==> src/rtl/rxq_pkg.sv <==
package rxq_pkg;
  // control byte bit positions
  localparam int CTL_QUEUE_EN = 0;
  localparam int CTL_FLUSH    = 1;

  // error status bit positions
  localparam int ERR_OVERRUN = 0;
  localparam int ERR_PARITY  = 1;
  localparam int ERR_FRAME   = 2;
  localparam int ERR_BREAK   = 3;
  localparam int ERR_W       = 4;

  localparam logic [1:0] DMA_RX_MODE = 2'b10;

  // strobes from control to datapath
  typedef struct packed {
    logic       push;
    logic       pop;
    logic       flush;
    logic [7:0] pushByte;
  } rxq_strobe_t;
endpackage

==> src/rtl/rxq_datapath.sv <==
module rxq_datapath
  import rxq_pkg::*;
#(
  parameter int ADDR_W = 4
) (
  input  logic              clk,
  input  logic              rstN,
  input  rxq_strobe_t       strb,
  output logic [7:0]        headByte,
  output logic [ADDR_W:0]   count,
  output logic              isFull,
  output logic              isEmpty
);
  localparam int DEPTH = 1 << ADDR_W;

  logic [7:0]        mem [DEPTH];
  logic [ADDR_W-1:0] wrPtr, rdPtr, wrPtrNext;
  logic              fullReg;

  assign wrPtrNext = wrPtr + 1'b1;

  always_ff @(posedge clk) begin
    if (strb.push) mem[wrPtr] <= strb.pushByte;
  end

  always_ff @(posedge clk) begin
    if (!rstN || strb.flush) begin
      wrPtr   <= '0;
      rdPtr   <= '0;
      fullReg <= 1'b0;
    end else begin
      if (strb.push) wrPtr <= wrPtrNext;
      if (strb.pop)  rdPtr <= rdPtr + 1'b1;
      if (strb.push && !strb.pop && (wrPtrNext == rdPtr)) fullReg <= 1'b1;
      else if (strb.pop && !strb.push)                    fullReg <= 1'b0;
    end
  end

  assign headByte = mem[rdPtr];
  assign isFull   = fullReg;
  assign isEmpty  = !fullReg && (wrPtr == rdPtr);
  assign count    = fullReg ? (ADDR_W+1)'(DEPTH) : {1'b0, wrPtr - rdPtr};
endmodule

==> src/rtl/rxq_control.sv <==
module rxq_control
  import rxq_pkg::*;
#(
  parameter int ADDR_W = 4
) (
  input  logic              clk,
  input  logic              rstN,
  input  logic              inValid,
  input  logic [7:0]        inByte,
  input  logic              inParityErr,
  input  logic              inFrameErr,
  input  logic              inBreak,
  input  logic              rdStrobe,
  input  logic              errRd,
  input  logic              ctlWr,
  input  logic [7:0]        ctlWrData,
  input  logic [1:0]        dmaModeSel,
  input  logic [7:0]        headByte,
  input  logic [ADDR_W:0]   count,
  input  logic              isFull,
  input  logic              isEmpty,
  output rxq_strobe_t       strb,
  output logic [7:0]        rdData,
  output logic [ERR_W-1:0]  errStatus,
  output logic [7:0]        ctlValue,
  output logic [9:0]        statusWord,
  output logic              dataReady,
  output logic              dmaBusy,
  output logic              errEvent
);
  localparam int CNT_W = ADDR_W + 1;

  logic [7:0]       ctlReg, holdReg;
  logic [ERR_W-1:0] errReg, errSet;
  logic             readyReg, evtReg;
  logic             queueMode, storeReq, flush;
  logic             popOk, pushOk, underflow, overflow;
  logic [7:0]       storeByte;
  logic [CNT_W-1:0] nextCount;

  always_comb begin
    queueMode = ctlReg[CTL_QUEUE_EN];
    storeReq  = inValid | inBreak;
    storeByte = inBreak ? 8'h00 : inByte;
    flush     = ctlWr & ctlWrData[CTL_FLUSH];
    popOk     = queueMode & rdStrobe & !isEmpty;
    underflow = queueMode & rdStrobe & isEmpty;
    pushOk    = queueMode & storeReq & (!isFull | popOk) & !flush;
    overflow  = queueMode & storeReq & isFull & !popOk & !flush;
    nextCount = flush ? '0 : (count + CNT_W'(pushOk) - CNT_W'(popOk));
    errSet                = '0;
    errSet[ERR_OVERRUN]   = overflow;
    errSet[ERR_PARITY]    = inValid & !inBreak & inParityErr;
    errSet[ERR_FRAME]     = inValid & !inBreak & inFrameErr;
    errSet[ERR_BREAK]     = inBreak;
  end

  always_comb begin
    strb.push     = pushOk;
    strb.pop      = popOk & !flush;
    strb.flush    = flush;
    strb.pushByte = storeByte;
  end

  always_ff @(posedge clk) begin
    if (!rstN) begin
      ctlReg   <= '0;
      holdReg  <= '0;
      errReg   <= '0;
      readyReg <= 1'b0;
      evtReg   <= 1'b0;
    end else begin
      if (ctlWr) begin
        ctlReg            <= ctlWrData;
        ctlReg[CTL_FLUSH] <= 1'b0;
      end
      if (!queueMode && storeReq) holdReg <= storeByte;
      errReg <= (errRd ? '0 : errReg) | errSet;
      evtReg <= overflow | underflow;
      if (queueMode)     readyReg <= (nextCount != '0);
      else if (storeReq) readyReg <= 1'b1;
      else if (rdStrobe) readyReg <= 1'b0;
    end
  end

  assign rdData     = queueMode ? (isEmpty ? 8'h00 : headByte) : holdReg;
  assign errStatus  = errReg;
  assign ctlValue   = ctlReg;
  assign statusWord = {|errReg, isFull, isFull ? 8'h00 : 8'(count)};
  assign dataReady  = readyReg;
  assign dmaBusy    = (dmaModeSel == DMA_RX_MODE) && isEmpty;
  assign errEvent   = evtReg;
endmodule

==> src/rtl/uart_rx_queue.sv <==
module uart_rx_queue
  import rxq_pkg::*;
#(
  parameter int ADDR_W = 4
) (
  input  logic        clk,
  input  logic        rstN,
  input  logic        inValid,
  input  logic [7:0]  inByte,
  input  logic        inParityErr,
  input  logic        inFrameErr,
  input  logic        inBreak,
  input  logic        rdStrobe,
  output logic [7:0]  rdData,
  input  logic        errRd,
  output logic [3:0]  errStatus,
  input  logic        ctlWr,
  input  logic [7:0]  ctlWrData,
  output logic [7:0]  ctlValue,
  input  logic [1:0]  dmaModeSel,
  output logic [9:0]  statusWord,
  output logic        dataReady,
  output logic        dmaBusy,
  output logic        errEvent
);
  rxq_strobe_t       strb;
  logic [7:0]        headByte;
  logic [ADDR_W:0]   count;
  logic              isFull, isEmpty;

  rxq_control #(.ADDR_W(ADDR_W)) u_ctrl (
    .clk(clk), .rstN(rstN), .inValid(inValid), .inByte(inByte),
    .inParityErr(inParityErr), .inFrameErr(inFrameErr), .inBreak(inBreak),
    .rdStrobe(rdStrobe), .errRd(errRd), .ctlWr(ctlWr), .ctlWrData(ctlWrData),
    .dmaModeSel(dmaModeSel), .headByte(headByte), .count(count),
    .isFull(isFull), .isEmpty(isEmpty), .strb(strb), .rdData(rdData),
    .errStatus(errStatus), .ctlValue(ctlValue), .statusWord(statusWord),
    .dataReady(dataReady), .dmaBusy(dmaBusy), .errEvent(errEvent)
  );

  rxq_datapath #(.ADDR_W(ADDR_W)) u_data (
    .clk(clk), .rstN(rstN), .strb(strb), .headByte(headByte),
    .count(count), .isFull(isFull), .isEmpty(isEmpty)
  );
endmodule

==> config.mk <==
export PLATFORM = sky130hd
export DESIGN_NAME = uart_rx_queue
export DESIGN_NICKNAME = d
export VERILOG_FILES = /design/src/rtl/rxq_pkg.sv /design/src/rtl/rxq_datapath.sv /design/src/rtl/rxq_control.sv /design/src/rtl/uart_rx_queue.sv
export SDC_FILE = /design/constraint.sdc
export NUM_CORES = 1
export LEC_CHECK = 0
export BUFFER_PORTS_ARGS = -buffer_cell sky130_fd_sc_hd__buf_4
export CAP_MARGIN = 20
export CORE_AREA = 2 2 124 151
export CTS_CLUSTER_DIAMETER = 150
export CTS_CLUSTER_SIZE = 14
export DETAILED_ROUTE_END_ITERATION = 7
export DIE_AREA = 0 0 126 153
export GPL_TIMING_DRIVEN = 0
export PLACE_DENSITY = 0.65
export SYNTH_ARGS = -nofsm -noshare
export SYNTH_HDL_FRONTEND = slang
export SYNTH_HIERARCHICAL = 1
export SYNTH_SLANG_ARGS = --single-unit
==> constraint.sdc <==
create_clock -name clk -period 4.4 [get_ports clk]
set_input_delay 0.44 -clock clk [delete_from_list [all_inputs] [get_ports clk]]
set_output_delay 0.44 -clock clk [all_outputs]
set_load 0.1 [all_outputs]
; Word-level counts from Yosys, hierarchy flattened
; Memories as Yosys holds them, arrays and structs flattened. A register that Yosys moved wholly into a read port is not among the register bits.
; Cells that the tools add are included.
[totals]
register_bits = 30
ramBits = 128
output_inout_bits = 33
wordCells = 71
mem_count = 1
[classes]
add_sub_neg = 5
eq_ne = 3
mux = 16
bitwise = 18
reduce_logical = 20
[mem_list]
columns = name, words, word_bits, read_ports, rd_clocked_by_memory_dff, write_ports, line
row1 = u_data.mem, 16, 8, 1, 1, 1, rxq_datapath.sv:16  ; logic [7:0] mem [DEPTH];
[op_table]
columns = operator, count
row1 = 8-bit 2-to-1 mux, 3
row2 = 5-bit 2-to-1 mux, 3
row3 = 1-bit bitwise AND, 14
row4 = 4-bit 2-to-1 mux, 3
row5 = 1-bit logical NOT, 9
row6 = 4-bit by 1-bit adder with 4-bit output (second input constant), 2
row7 = 4-bit == test, 2
row8 = 1-bit 2-to-1 mux, 7
row9 = 1-bit logical AND, 6
row10 = 5-bit by 1-bit adder with 5-bit output, 1
row11 = 5-bit nonzero test, 1
row12 = 5-bit by 1-bit subtractor with 5-bit output, 1
row13 = 4-bit bitwise OR, 1
row14 = 4-bit OR reduction, 1
row15 = 4-bit subtractor, 1
row16 = 1-bit bitwise OR, 3
row17 = 3-bit nonzero test, 1
row18 = 2-bit == test (second input constant), 1
row19 = 2-bit nonzero test, 1
row20 = 1-bit logical OR, 1

; Logic depth before layout (Yosys ltp)
[depth]
word_depth = 12
ltp_mapped = 15

; Cells and area by module
; Netlist, hierarchy kept.
[by_module_without_submodules]
columns = module, instances, cells_each, area_each_um2
row1 = rxq_datapath, 1, 296, 5706.7
row2 = rxq_control, 1, 162, 1317.5

; Least setup slack after synthesis
; No wires, ideal clock.
[synth_path]
path_type = flip-flop to output port
startpoint = reg u_ctrl.ctlReg[0], in the netlist u_ctrl/ctlValue[0]
endpoint = out rdData[6]
arrival_ps = 3092
slack_ps = 868
stages_incl_launch_ff = 3
cell_sequence = dfxtp_1 clkbuf_1 o21ai_0
[synth_via]
elab_chain_len = 1
[synth_rtl]
columns = element, line
row1 = start: declaration, rxq_control.sv:33  ; logic [7:0] ctlReg, holdReg;
row2 = start signal: assignment, rxq_control.sv:74  ; ctlReg <= ctlWrData;
row3 = 8-bit 2-to-1 mux, rxq_control.sv:86  ; assign rdData = queueMode ? (isEmpty ? 8'h00 : headByte) : holdReg;
row4 = end: declaration, uart_rx_queue.sv:14  ; output logic [7:0] rdData,
; Every way passes these cells.

; Final worst setup path
[layout_path]
startpoint = reg u_data.wrPtr[0]
endpoint = mem u_data.mem[1][4] (enable)
[layout_via]
elab_chain_len = 9
[layout_rtl]
columns = element, line
row1 = start: declaration, rxq_datapath.sv:17  ; logic [ADDR_W-1:0] wrPtr, rdPtr, wrPtrNext;
row2 = start signal: assignment, rxq_datapath.sv:32  ; if (strb.push) wrPtr <= wrPtrNext;
row3 = 4-bit == test, rxq_datapath.sv:41  ; assign isEmpty = !fullReg && (wrPtr == rdPtr);
row4 = 1-bit logical AND, rxq_datapath.sv:41
row5 = named net isEmpty, uart_rx_queue.sv:29  ; logic isFull, isEmpty;
row6 = 1-bit logical NOT, rxq_control.sv:46  ; popOk = queueMode & rdStrobe & !isEmpty;
row7 = 1-bit bitwise AND, rxq_control.sv:46
row8 = 1-bit bitwise OR, rxq_control.sv:48  ; pushOk = queueMode & storeReq & (!isFull | popOk) & !flush;
row9 = 1-bit bitwise AND (2 in a row), rxq_control.sv:48
row10 = named net u_ctrl.pushOk, rxq_control.sv:37  ; logic popOk, pushOk, underflow, overflow;
row11 = 1-bit 2-to-1 mux, rxq_datapath.sv:23  ; if (strb.push) mem[wrPtr] <= strb.pushByte;
row12 = 1-bit 2-to-1 mux (not written as such), rxq_datapath.sv:23
row13 = end: declaration, rxq_datapath.sv:16
; The timed path passes the listed nets, and every way through them passes these cells.

==> results.py <==
metrics = {
    "power": {
        "p_leak_nw": 2.986,
        "ir_worst_vdd_mv": 0.2747,
        "power_density_nw_per_um2": 395.9,
        "fin_total_pwr_mw": 3.307,
    },
    "global_routing": {
        "antenna_found_initial": 0,
        "grt_pass1_wl_um": 22820,
        "gr-usage-all-layers": 0.1580,
        "grt-ovfl-total": 0,
        "grt_pass1_vias": 4181,
        "grt_max_degree": 18,
    },
    "setup_path": {
        "critPathCaptureType": "flip-flop",
        "crit_path_start_kind": "flip-flop",
        "critical_path_buf_inv_count": 4,
        "cpMostUsedCell": "inv_1",
        "slowest_stage": "and2_1",
        "cp.required_ns": 4.45,
        "cp.depth": 11,
        "crit_fanout": 10,
        "r2r_slack_ns": 1.07,
        "reg2reg_depth": 11,
        "crit_family": "simple AND/OR/NAND/NOR gates",
        "cp.arrival_ns": 3.38,
        "max_stage_delay_ns": 0.49,
        "critPathKind": "reg2reg",
        "crit_chain": "inv_1, ha_1, nand4b_1, nor2_1, o21ai_0, nand2_1, inv_1, buf_4, clkbuf_1, nor3b_1, and2_1",
    },
    "clock_network": {
        "root_buffer": "clkbuf_16",
        "numCtsBuffers": 17,
        "post_cts_resize_count": 0,
        "cts_buffer_depth": 2,
        "cts_max_level": 4,
        "cts_tree": "built",
        "postCtsHoldBufs": 0,
        "cts_num_sinks": 162,
        "cts_setup_buffers": 0,
        "clk_pin_slew_ns": 0.06,
        "clk_latency_ns": 0.41,
    },
    "place": {
        "place_inst": 741,
        "pre_cts_ws_ns": 1.050,
        "dp_hpwl_um": 10310,
        "place.gp.congestion": 0.8006,
        "dpl_cell_area_um2": 7740,
        "port_buffers": 54,
    },
    "die": {
        "row_count": 54,
        "die_area_um2": 19280,
        "die_w_um": 126,
        "initial_core_util": 0.3938,
        "core_um2": 17840,
        "die_height_um": 153,
        "io_pins": 60,
    },
    "synthesis": {
        "yosysTopAreaCell": "edfxtp_1",
        "ys_warn_count": 6,
        "post_synth_num_cell_types": 43,
        "yosysTopAreaCellShare": 0.5472,
        "syn_area_per_cell_um2": 15.34,
        "synth_seq_area_share": 0.6441,
        "synth_area_um2": 7024,
        "synth_enable_flop_cells": 128,
        "syn_inst": 458,
        "synth_flop_cell": "edfxtp_1",
        "synth_seq_cells": 162,
        "synthTopCellsByArea": "edfxtp_1, dfxtp_1, mux4_2",
        "async_reset_ff_frac": 0,
    },
    "status": {
        "status": "complete, no violations",
    },
    "detailed_routing": {
        "drtAntennaViolNets": 0,
        "drc": 0,
        "wl_um": 14740,
        "viasPerCell": 5.171,
        "via_count": 4028,
        "drt_iter0_markers": 218,
        "wire_per_inst_um": 18.92,
        "drtPass1Iterations": 4,
    },
    "sta": {
        "rsz0062_at_grt": "false",
        "setup_viol": 0,
        "fin_crit_sh": 0.7576,
        "layout_min_cycle_time_ns": 3.333,
        "setup_slack_ns": 1.067,
        "maxSlewViolCount": 0,
        "holdWs_ns": 0.2793,
        "relSlewSlack": 0.6283,
        "tightest_slew_ns": 0.5564,
        "skew_ns": 0.005108,
        "tns_ns": 0,
        "hold_viol": 0,
        "fmaxAchievable_mhz": 300.0,
    },
    "finish": {
        "final-instance-count-excl-fill": 779,
        "n_antenna_cell": 0,
        "drive_gt1_frac": 0.2342,
        "final_nets": 584,
        "final-seq-area_um2": 4524,
        "fillers": 1592,
        "areaGrowthSynthToFinish_pct": 18.92,
        "multi_input_area_um2": 2228,
        "finalInstanceArea_um2": 8353,
        "utilization": 0.4683,
    },
    "worst_hold_path": {
        "whs_path_depth": 3,
        "hold_path.class": "in2reg",
    },
    "job": {
        "cap_viol_max_count": 0,
    },
}
[metal layers]
layer / track usage / share of wire / routed length (µm) / vias to the layer above
li1: - / - / - / 1859
met1: 0.1859 / 0.40 / 5861 / 2026
met2: 0.2686 / 0.52 / 7652 / 112
met3: 0.03150 / 0.040 / 584 / 31
met4: 0.09105 / 0.043 / 641 / 0
met5: 0 / 0 / 0 / -
[cell families after synthesis]
family,synth area share
adders and majority gates,0.02886
xor gates and xnor gates,0.01870
and+or+nand+nor,0.09281
muxes,0.1343
buffers and inverters,0.04026
DFF,0.6441
AOI/OAI and AO/OA,0.04043
other,0.0005339
[cell usage after synthesis, types with 3 or more instances]
cell             instances
a21oi_1                  5
a22oi_1                 16
and2_1                  19
buf_2                    4
buf_4                   10
buf_6                    3
clkbuf_1                 9
clkdlybuf4s25_2          3
dfxtp_1                 34
edfxtp_1               128
ha_1                    13
inv_1                   24
mux2i_1                 17
mux4_1                  14
mux4_2                  18
nand2_1                 21
nand2b_1                 3
nand3_1                  4
nand4_1                  3
nor2_1                  20
nor2b_1                 35
nor3b_1                  3
o21ai_0                 15
xnor2_1                 10
xor2_1                   5
[worst min-delay path: stages]
cell     delay, ns
buf_4         0.08
a21oi_1       0.05
nor2b_1       0.09
[placed cells by master, fill, tap and decap left out, types with 10 or more instances in the layout]
cell type | netlist | final
edfxtp_1 | 128 | 128
buf_4 | 10 | 70
nor2b_1 | 35 | 35
dfxtp_1 | 34 | 34
inv_1 | 24 | 24
nand2_1 | 21 | 21
nor2_1 | 20 | 20
clkbuf_16 | 0 | 19
and2_1 | 19 | 19
mux4_2 | 18 | 18
mux2i_1 | 17 | 17
a22oi_1 | 16 | 16
o21ai_0 | 15 | 15
clkbuf_1 | 9 | 14
mux4_1 | 14 | 14
ha_1 | 13 | 13
xnor2_1 | 10 | 10
[state kept, by name, indices dropped and copies added (netlist names), named ones only]
name,flops
u_ctrl/ctlValue,7
u_ctrl/dataReady,1
u_ctrl/holdReg,8
u_data/isFull,1
u_data/wrPtr,4
u_ctrl/errEvent,1
u_data/mem,128
u_ctrl/errStatus,4
u_data/rdPtr,4
[final cells by class]
class / instances / share of cell area
buffer: 29 / 0.02307
clock buffer: 26 / 0.06246
clock inverter: 6 / 0.005093
inverter: 24 / 0.01078
multi-input combinational: 246 / 0.2668
sequential: 162 / 0.5416
tap: 224 / 0.03355
timing repair buffer: 62 / 0.05662
[power breakdown]
part / internal (mW) / switching (mW) / total, mW
clock network: 0.823 / 0.564 / 1.39
registers: 1.66 / 0.00816 / 1.67
logic: 0.0714 / 0.178 / 0.249
total: 2.56 / 0.750 / 3.31
[worst paths after layout]
check	startpoint	endpoint
worst max-delay path	u_data/wrPtr[0]	u_data/mem[1][4]
worst min-delay path	inFrameErr	u_ctrl/errStatus[2]
worst max register to register	u_data/wrPtr[0]	u_data/mem[1][4]
worst min register to register	u_ctrl/ctlValue[4]	u_ctrl/ctlValue[4]
Note: power is estimated with default switching activity, not from simulation.
